`src/rtl/adc_res_pkg.sv`:
```
package adc_res_pkg;
  typedef enum logic {
    BYTE_LO = 1'b0,
    BYTE_HI = 1'b1
  } byte_sel_e;
endpackage

```
`src/rtl/adc_res_rstsync.sv`:
```
module adc_res_rstsync #(
  parameter int STAGES = 2
) (
  input  logic clk_i,
  input  logic rst_ni,
  output logic rst_sync_no
);
  logic [STAGES-1:0] sync_d, sync_q;

  always_comb begin
    sync_d = {sync_q[STAGES-2:0], 1'b1};
  end

  always_ff @(posedge clk_i or negedge rst_ni) begin
    if (!rst_ni) sync_q <= '0;
    else         sync_q <= sync_d;
  end

  assign rst_sync_no = sync_q[STAGES-1];
endmodule

```
`src/rtl/adc_res_lock.sv`:
```
module adc_res_lock
  import adc_res_pkg::*;
(
  input  logic      clk_i,
  input  logic      rst_ni,
  input  logic      rd_en_i,
  input  byte_sel_e rd_sel_i,
  input  logic      conv_valid_i,
  output logic      locked_o,
  output logic      accept_o
);
  logic lock_d, lock_q;
  logic rd_lo, rd_hi;

  always_comb begin
    rd_lo  = rd_en_i && (rd_sel_i == BYTE_LO);
    rd_hi  = rd_en_i && (rd_sel_i == BYTE_HI);
    lock_d = lock_q;
    if (rd_lo)      lock_d = 1'b1;
    else if (rd_hi) lock_d = 1'b0;
    accept_o = conv_valid_i && !lock_q && !rd_lo;
  end

  always_ff @(posedge clk_i or negedge rst_ni) begin
    if (!rst_ni) lock_q <= 1'b0;
    else         lock_q <= lock_d;
  end

  assign locked_o = lock_q;

  // a low-byte read leaves the pair locked
  assert_lock_on_low_R4: assert property (@(posedge clk_i) disable iff (!rst_ni)
    (rd_en_i && rd_sel_i == BYTE_LO) |=> locked_o);
  // a high-byte read leaves the pair unlocked
  assert_unlock_on_high_R5: assert property (@(posedge clk_i) disable iff (!rst_ni)
    (rd_en_i && rd_sel_i == BYTE_HI) |=> !locked_o);
  // without any read strobe the lock state holds
  assert_lock_steady_R9: assert property (@(posedge clk_i) disable iff (!rst_ni)
    !rd_en_i |=> $stable(locked_o));
endmodule

```
`src/rtl/adc_res_store.sv`:
```
module adc_res_store #(
  parameter int RES_W = 10
) (
  input  logic             clk_i,
  input  logic             rst_ni,
  input  logic             accept_i,
  input  logic [RES_W-1:0] data_i,
  output logic [RES_W-1:0] res_o
);
  logic [RES_W-1:0] res_d, res_q;
  logic             res_en;

  always_comb begin
    res_en = accept_i;
    res_d  = data_i;
  end

  always_ff @(posedge clk_i or negedge rst_ni) begin
    if (!rst_ni)     res_q <= '0;
    else if (res_en) res_q <= res_d;
  end

  assign res_o = res_q;
endmodule

```
`src/rtl/adc_res_align.sv`:
```
module adc_res_align
  import adc_res_pkg::*;
#(
  parameter int RES_W  = 10,
  parameter int BYTE_W = 8
) (
  input  logic [RES_W-1:0]  res_i,
  input  logic              left_i,
  input  byte_sel_e         sel_i,
  output logic [BYTE_W-1:0] byte_o
);
  localparam int PAIR_W = 2 * BYTE_W;
  localparam int PAD_W  = PAIR_W - RES_W;

  logic [PAIR_W-1:0] pair;

  always_comb begin
    pair = PAIR_W'(res_i);
    if (left_i) pair = pair << PAD_W;
    if (sel_i == BYTE_HI) byte_o = pair[PAIR_W-1:BYTE_W];
    else                  byte_o = pair[BYTE_W-1:0];
  end
endmodule

```
`src/rtl/adc_result_regs.sv`:
```
module adc_result_regs
  import adc_res_pkg::*;
#(
  parameter int RES_W  = 10,
  parameter int BYTE_W = 8
) (
  input  logic              clk_i,
  input  logic              rst_ni,
  input  logic              conv_valid_i,
  input  logic [RES_W-1:0]  conv_data_i,
  input  logic              align_left_i,
  input  logic              rd_en_i,
  input  logic              rd_addr_i,
  output logic [BYTE_W-1:0] rd_data_o
);
  localparam int HI_USED = RES_W - BYTE_W;
  localparam int PAD_W   = 2 * BYTE_W - RES_W;

  logic             rst_sync_n;
  logic             locked, accept;
  logic [RES_W-1:0] res_q;
  byte_sel_e        rd_sel;

  assign rd_sel = byte_sel_e'(rd_addr_i);

  adc_res_rstsync #(.STAGES(2)) u_rstsync (
    .clk_i      (clk_i),
    .rst_ni     (rst_ni),
    .rst_sync_no(rst_sync_n)
  );

  adc_res_lock u_lock (
    .clk_i       (clk_i),
    .rst_ni      (rst_sync_n),
    .rd_en_i     (rd_en_i),
    .rd_sel_i    (rd_sel),
    .conv_valid_i(conv_valid_i),
    .locked_o    (locked),
    .accept_o    (accept)
  );

  adc_res_store #(.RES_W(RES_W)) u_store (
    .clk_i   (clk_i),
    .rst_ni  (rst_sync_n),
    .accept_i(accept),
    .data_i  (conv_data_i),
    .res_o   (res_q)
  );

  adc_res_align #(.RES_W(RES_W), .BYTE_W(BYTE_W)) u_align (
    .res_i (res_q),
    .left_i(align_left_i),
    .sel_i (rd_sel),
    .byte_o(rd_data_o)
  );

  // stored value is frozen while the pair is locked
  assert_hold_locked_R4: assert property (@(posedge clk_i) disable iff (!rst_sync_n)
    locked |=> $stable(res_q));
  // an unlocked conversion without a low-byte read is stored
  assert_capture_R6: assert property (@(posedge clk_i) disable iff (!rst_sync_n)
    (conv_valid_i && !locked && !(rd_en_i && !rd_addr_i)) |=> (res_q == $past(conv_data_i)));
  // right aligned high byte has zero in its unused upper bits
  assert_right_pad_R1: assert property (@(posedge clk_i) disable iff (!rst_sync_n)
    (!align_left_i && rd_addr_i) |-> ((rd_data_o >> HI_USED) == '0));
  // left aligned low byte has zero in its unused lower bits
  assert_left_pad_R2: assert property (@(posedge clk_i) disable iff (!rst_sync_n)
    (align_left_i && !rd_addr_i) |-> ((rd_data_o & BYTE_W'((1 << PAD_W) - 1)) == '0));
endmodule

```
`config.mk`:
```
export PLATFORM = sky130hd
export DESIGN_NAME = adc_result_regs
export DESIGN_NICKNAME = d
export VERILOG_FILES = /design/src/rtl/adc_res_pkg.sv /design/src/rtl/adc_res_rstsync.sv /design/src/rtl/adc_res_lock.sv /design/src/rtl/adc_res_store.sv /design/src/rtl/adc_res_align.sv /design/src/rtl/adc_result_regs.sv
export SDC_FILE = /design/constraint.sdc
export NUM_CORES = 1
export LEC_CHECK = 0
export BUFFER_PORTS_ARGS = -buffer_cell sky130_fd_sc_hd__buf_4
export CAP_MARGIN = 10
export CORE_ASPECT_RATIO = 0.9
export CORE_UTILIZATION = 30
export DETAILED_ROUTE_END_ITERATION = 10
export SLEW_MARGIN = 10
export SYNTH_ARGS = -nofsm -noshare
export SYNTH_HDL_FRONTEND = slang
export SYNTH_SLANG_ARGS = --single-unit
```
`constraint.sdc`:
```
create_clock -name clk_i -period 1.5 [get_ports clk_i]
set_input_delay 0.3 -clock clk_i [delete_from_list [all_inputs] [get_ports clk_i]]
set_output_delay 0.3 -clock clk_i [all_outputs]
set_load 0.005 [all_outputs]
```
==> results of run 1 <==
-- area by class of cell --
class | count | area share, %
Clock buffer | 4 | 3.14
Inverter | 2 | 0.898
Multi-Input combinational cell | 30 | 29.8
Sequential cell | 13 | 38.9
Tap cell | 24 | 3.59
Timing Repair Buffer | 26 | 23.7
-- synthesized netlist by cell type, drive strengths merged --
master / instances
dfrtp: 13
mux2: 10
a22o: 4
nand2: 4
o21ai: 3
inv: 2
mux2i: 2
a21o: 1
and2: 1
buf: 1
clkbuf: 1
conb: 1
nor2: 1
nor2b: 1
nor3b: 1
o22ai: 1
-- final timing paths --
kind	to	slack (ns)	depth (start not counted)
min in group clk_i	u_store.res_o[4]	0.26	2
worst min-delay path	u_store.res_o[2]	0.17	0
worst min register to register	u_store.res_o[2]	0.17	0
worst max register to register	u_store.res_o[7]	0.26	3
max in group asynchronous	u_store.res_o[1]	1.03	0
worst max-delay path	rd_data_o[0]	0.12	3
-- power groups by stage --
stage	Combinational (mW)	Clock, mW	Sequential (mW)
6_report	0.214	0.207	0.453
2_1_floorplan	0.116	0	0.447
3_3_place_gp	0.210	0	0.459
3_5_place_dp	0.214	0	0.461
4_1_cts	0.216	0.222	0.454
5_1_grt	0.232	0.239	0.461
-- kinds of logic (layout without fill, tap and decap cells) --
logic type,count (synthesis),in the layout,share of synthesized area [%]
flip-flops,13,13,54.5
multiplexers,12,12,22.2
AO/OA/AOI/OAI,9,9,10.9
AND/OR/NAND/NOR,8,8,7.97
buffers and inverters,4,32,3.77
other,1,1,0.628
-- sequential cells by signal (all words and copies together) (netlist names) --
signal / cells
u_lock.locked_o: 1
u_store.res_o: 10
u_rstsync.sync_q: 2
-- worst max-delay path: cells and delay by family (launching register included) --
family | cells | cell delay, ns
AO/OA/AOI/OAI | 1 | 0.11
flip-flops | 1 | 0.38
buffers and inverters | 1 | 0.14
multiplexers | 1 | 0.18
-- layer usage --
metal / GRT usage, % / vias to the layer above
met5: 0 / -
met4: 1.76 / 0
met3: 6.53 / 0
met2: 18.9 / 17
met1: 14.7 / 200
li1: - / 220
-- metrics by stage --
| stage | cells | hold slack [ns] | utilization [%] |
|---|---|---|---|
| 3_5_place_dp | 94 | 0.0836 | 45.2 |
| 6_report | 99 | 0.171 | 47.2 |
| 2_1_floorplan | 47 | 0.00441 | - |
| 3_3_place_gp | 94 | 0.0833 | 45.2 |
| 4_1_cts | 99 | 0.194 | 47.2 |
| 5_1_grt | 99 | 0.231 | 47.2 |
==> out/metrics.cfg, run 1 <==
[clocking]
cts_tree=done
cts_hold_buf=1
cts_setup_buffers=0
cts_root_buf=clkbuf_4
cts_max_path_buffers=2
cts-buffers-inserted=3
h-tree-depth=1
cts.reportedPaths.clkPinSlew_ns=0.08
cts.sinks=13
clock_latency_ns=0.27
cts_resized=0

[timing]
finalMaxSlewViolations=0
fmax_mhz=727
layout_min_cycle_time_ns=1.38
layout_setup_ws_ns=0.125
finalClockSkew_ns=0.00491
setup_viol=0
rsz0062_at_grt=no
post-route-period-util_pct=91.7
hold_violations=0
setup_tns_ns=0

[floorplan]
start_util_pct=33.7
core_um2=1770
rows=14
die_area_um2=2170
io_pins=24
die_y_um=44.3
die_x_um=49.0

[routing]
drtPass1Iterations=3
finalWirelength_mm=1.13
postRouteAntennaNets=0
viasPerCell=4.41
wl_met3_um=100
drc=0
top_layer_used=met3
drt-initial-drc-count=6
vias=437
met1Wirelength_um=527
drt-wirelength-per-cell_um=11.4
met2_wirelength_um=497

[yosys]
yosysSeqAreaShare_pct=54.5
synthTopCellsByArea=dfrtp_1 55%, mux2_2 19%, a22o_1 5.9%
yosysWarnings=0
synth_fp_nets=63
syn_avg_cell_area_um2=12.7
synth_cells=47
syn_area_um2=597
synth_seq_cells=13
synth_top_cell_by_area=dfrtp_1
synth_top_area_share_pct=54.5
synth_cell_type_count=16

[global_route]
grt_usage_pct=11.9
grt-ovfl-total=0
grt_pass1_vias=431
grt_pass1_wl_mm=1.88
antenna_found_initial=0
grt_max_degree=12

[power]
seqPwrFrac_pct=51.8
netSwitchingPower_mw=0.219
power_frac_comb_pct=24.5
clockPowerShare_pct=23.7
intPower_mw=0.655
power.total_mw=0.874
switching_share_pct=25.0
p_leak_nw=0.404
power.density_nw_per_um2=1050
peakVddDrop_mv=0.778

[worst_setup_path]
critPathArrivalTime_ns=1.08
crit_chain=mux2i_1, o21ai_0, buf_4
critPathMaxStageDelay_ns=0.38
critPathKind=flop to output pin
critPathCaptureType=output pin
critPathLaunch=u_store.res_o[8]
worst_setup_path_start_kind=flop
worst-endpoint-required_ns=1.20
crit_path_max_fanout=2
cp_slowest_cell=dfrtp_1
r2r_start=u_lock.locked_o

[final_layout]
diodes=0
multi_input_area_um2=249
fin_area_um2=836
nFillCells=173
layout_commonest_cell=buf_4
layout.area.seq_um2=325
drive_above_1_share_pct=56.0
area_growth_pct=40.0
nets=92
final_cell_mix=25 x buf_4, 13 x dfrtp_1, 10 x mux2_2

[hold_path]
worst_hold_path_type=flop to asynchronous set/reset pin

[job]
drv_cap=0

[placement]
dpl-instance-area_um2=800
port_buffers=23
dp_hpwl_um=903
dp_slack_ns=0.0987
place_congestion=0.753

[outcome]
status=complete, no violations

(Power assumes the default switching activity.)
==> run 2, diff against run 1 <==
--- a/config.mk
+++ b/config.mk
@@ -7,9 +7,10 @@
 export LEC_CHECK = 0
 export BUFFER_PORTS_ARGS = -buffer_cell sky130_fd_sc_hd__buf_4
 export CAP_MARGIN = 10
-export CORE_ASPECT_RATIO = 0.9
+export CORE_ASPECT_RATIO = 1.2
 export CORE_UTILIZATION = 30
 export DETAILED_ROUTE_END_ITERATION = 10
+export RECOVER_POWER = 100
 export SLEW_MARGIN = 10
 export SYNTH_ARGS = -nofsm -noshare
 export SYNTH_HDL_FRONTEND = slang
==> out/metrics.cfg, run 2 (synthesis gave the netlist of run 1 again) <==
[timing]
finalMaxSlewViolations=0
hold_violations=0
post-route-period-util_pct=95.0
setup_tns_ns=0
fmax_mhz=702
finalClockSkew_ns=0.00526
layout_min_cycle_time_ns=1.42
setup_viol=0
rsz0062_at_grt=no

[clocking]
cts-buffers-inserted=3
cts_tree=done
h-tree-depth=1
cts.reportedPaths.clkPinSlew_ns=0.08
cts_resized=0
cts_root_buf=clkbuf_4
clock_latency_ns=0.28
cts_max_path_buffers=2
cts_setup_buffers=0
cts.sinks=13

[final_layout]
diodes=0
area_growth_pct=35.2
drive_above_1_share_pct=51.4
nFillCells=193
layout_commonest_cell=buf_4
post-route-util_pct=43.6
multi_input_area_um2=243
layout.area.seq_um2=325
nets=91
largest_reg_flops=10
final_cell_mix=19 x buf_4, 13 x dfrtp_1, 10 x mux2_2

[worst_setup_path]
critPathArrivalTime_ns=1.12
critPathKind=flop to output pin
cp_top_family=flip-flops
critPathCaptureType=output pin
crit_chain=mux2i_1, o22ai_1, clkbuf_4
cp_slowest_cell=dfrtp_1
critPathMaxStageDelay_ns=0.38
worst_setup_path_start_kind=flop
worst-path-buf-inv=1
crit_path_max_fanout=2
worst-endpoint-required_ns=1.20

[global_route]
grt-ovfl-total=0
grt_max_degree=12
grt_usage_pct=11.6
antenna_found_initial=0
grt_pass1_wl_mm=1.84
grt_pass1_vias=439

[hold_path]
worst_hold_path_type=flop to asynchronous set/reset pin

[routing]
drc=0
drt-initial-drc-count=0
vias=442
drtPass1Iterations=1
viasPerCell=4.75
postRouteAntennaNets=0
drt-wirelength-per-cell_um=11.8
finalWirelength_mm=1.10

[power]
clockPowerShare_pct=24.7
intPower_mw=0.648
power_frac_comb_pct=23.5
peakVddDrop_mv=0.574
power.density_nw_per_um2=1080
netSwitchingPower_mw=0.222
p_leak_nw=0.389
switching_share_pct=25.5
seqPwrFrac_pct=51.7

[job]
drv_cap=0

[floorplan]
die_x_um=42.7
io_pins=24
core_um2=1850
die_y_um=50.9
start_util_pct=32.3
die_area_um2=2170
rows=17

[outcome]
status=complete, no violations

[placement]
dp_hpwl_um=848
place_congestion=0.747
port_buffers=23

==> run 2: what timing repair did <==
action                     4_1_cts  5_1_grt
hold endpoints to repair         2        0
hold buffers                     1        0
setup endpoints to repair        0        0
==> run 2: layout make-up <==
class | instances | area share (%)
inverter | 2 | 0.930
sequential | 13 | 40.3
multi-input combinational | 30 | 30.1
tap | 19 | 2.95
timing repair buffer | 25 | 22.5
clock buffer | 4 | 3.26
==> run 2: final timing paths <==
check | to | slack, ns | from | cells after the start
setup reg to reg | u_store.res_o[2] | 0.15 | u_lock.locked_o | 3
hold reg to reg | u_store.res_o[7] | 0.18 | u_rstsync.sync_q[1] | 0
hold / removal | u_store.res_o[7] | 0.18 | u_rstsync.sync_q[1] | 0
setup / recovery | rd_data_o[6] | 0.08 | u_store.res_o[8] | 3
min in group clk_i | u_store.res_o[6] | 0.25 | conv_data_i[6] | 2
max in group asynchronous | u_store.res_o[5] | 1.01 | u_rstsync.sync_q[1] | 0
==> run 2: power groups by stage <==
stage | clock network [mW] | registers, mW | logic, mW
CTS | 0.220 | 0.451 | 0.213
global placement | 0 | 0.458 | 0.207
floorplan | 0 | 0.447 | 0.116
finish | 0.215 | 0.450 | 0.205
detailed placement | 0 | 0.459 | 0.211
global route | 0.240 | 0.459 | 0.227
==> run 2: worst reg2reg max path, stage by stage, from the launching register on <==
cell	delay, ns
dfrtp_1	0.39
nor3b_1	0.19
clkbuf_2	0.29
mux2_2	0.37
==> run 2: metal layers <==
metal	track usage [%]	up-vias	part of all wire (%)
li1	-	218	-
met1	14.4	205	46
met2	16.9	17	45
met3	3.89	2	7.2
met4	7.81	0	1.4
met5	0	-	0
==> run 2: per-stage QoR <==
| stage | total power, mW | setup WS (ns) | hold slack, ns | instances | area, µm² |
|---|---|---|---|---|---|
| 2_1_floorplan | 0.563 | 0.294 | 0.00441 | 47 | 597 |
| 3_5_place_dp | 0.670 | 0.106 | 0.0832 | 88 | 786 |
| 4_1_cts | 0.885 | 0.0536 | 0.198 | 93 | 822 |
| 5_1_grt | 0.926 | 0.00252 | 0.236 | 93 | 807 |
| 3_3_place_gp | 0.665 | 0.123 | 0.0832 | 88 | 786 |
| 6_report | 0.870 | 0.0752 | 0.177 | 93 | 807 |
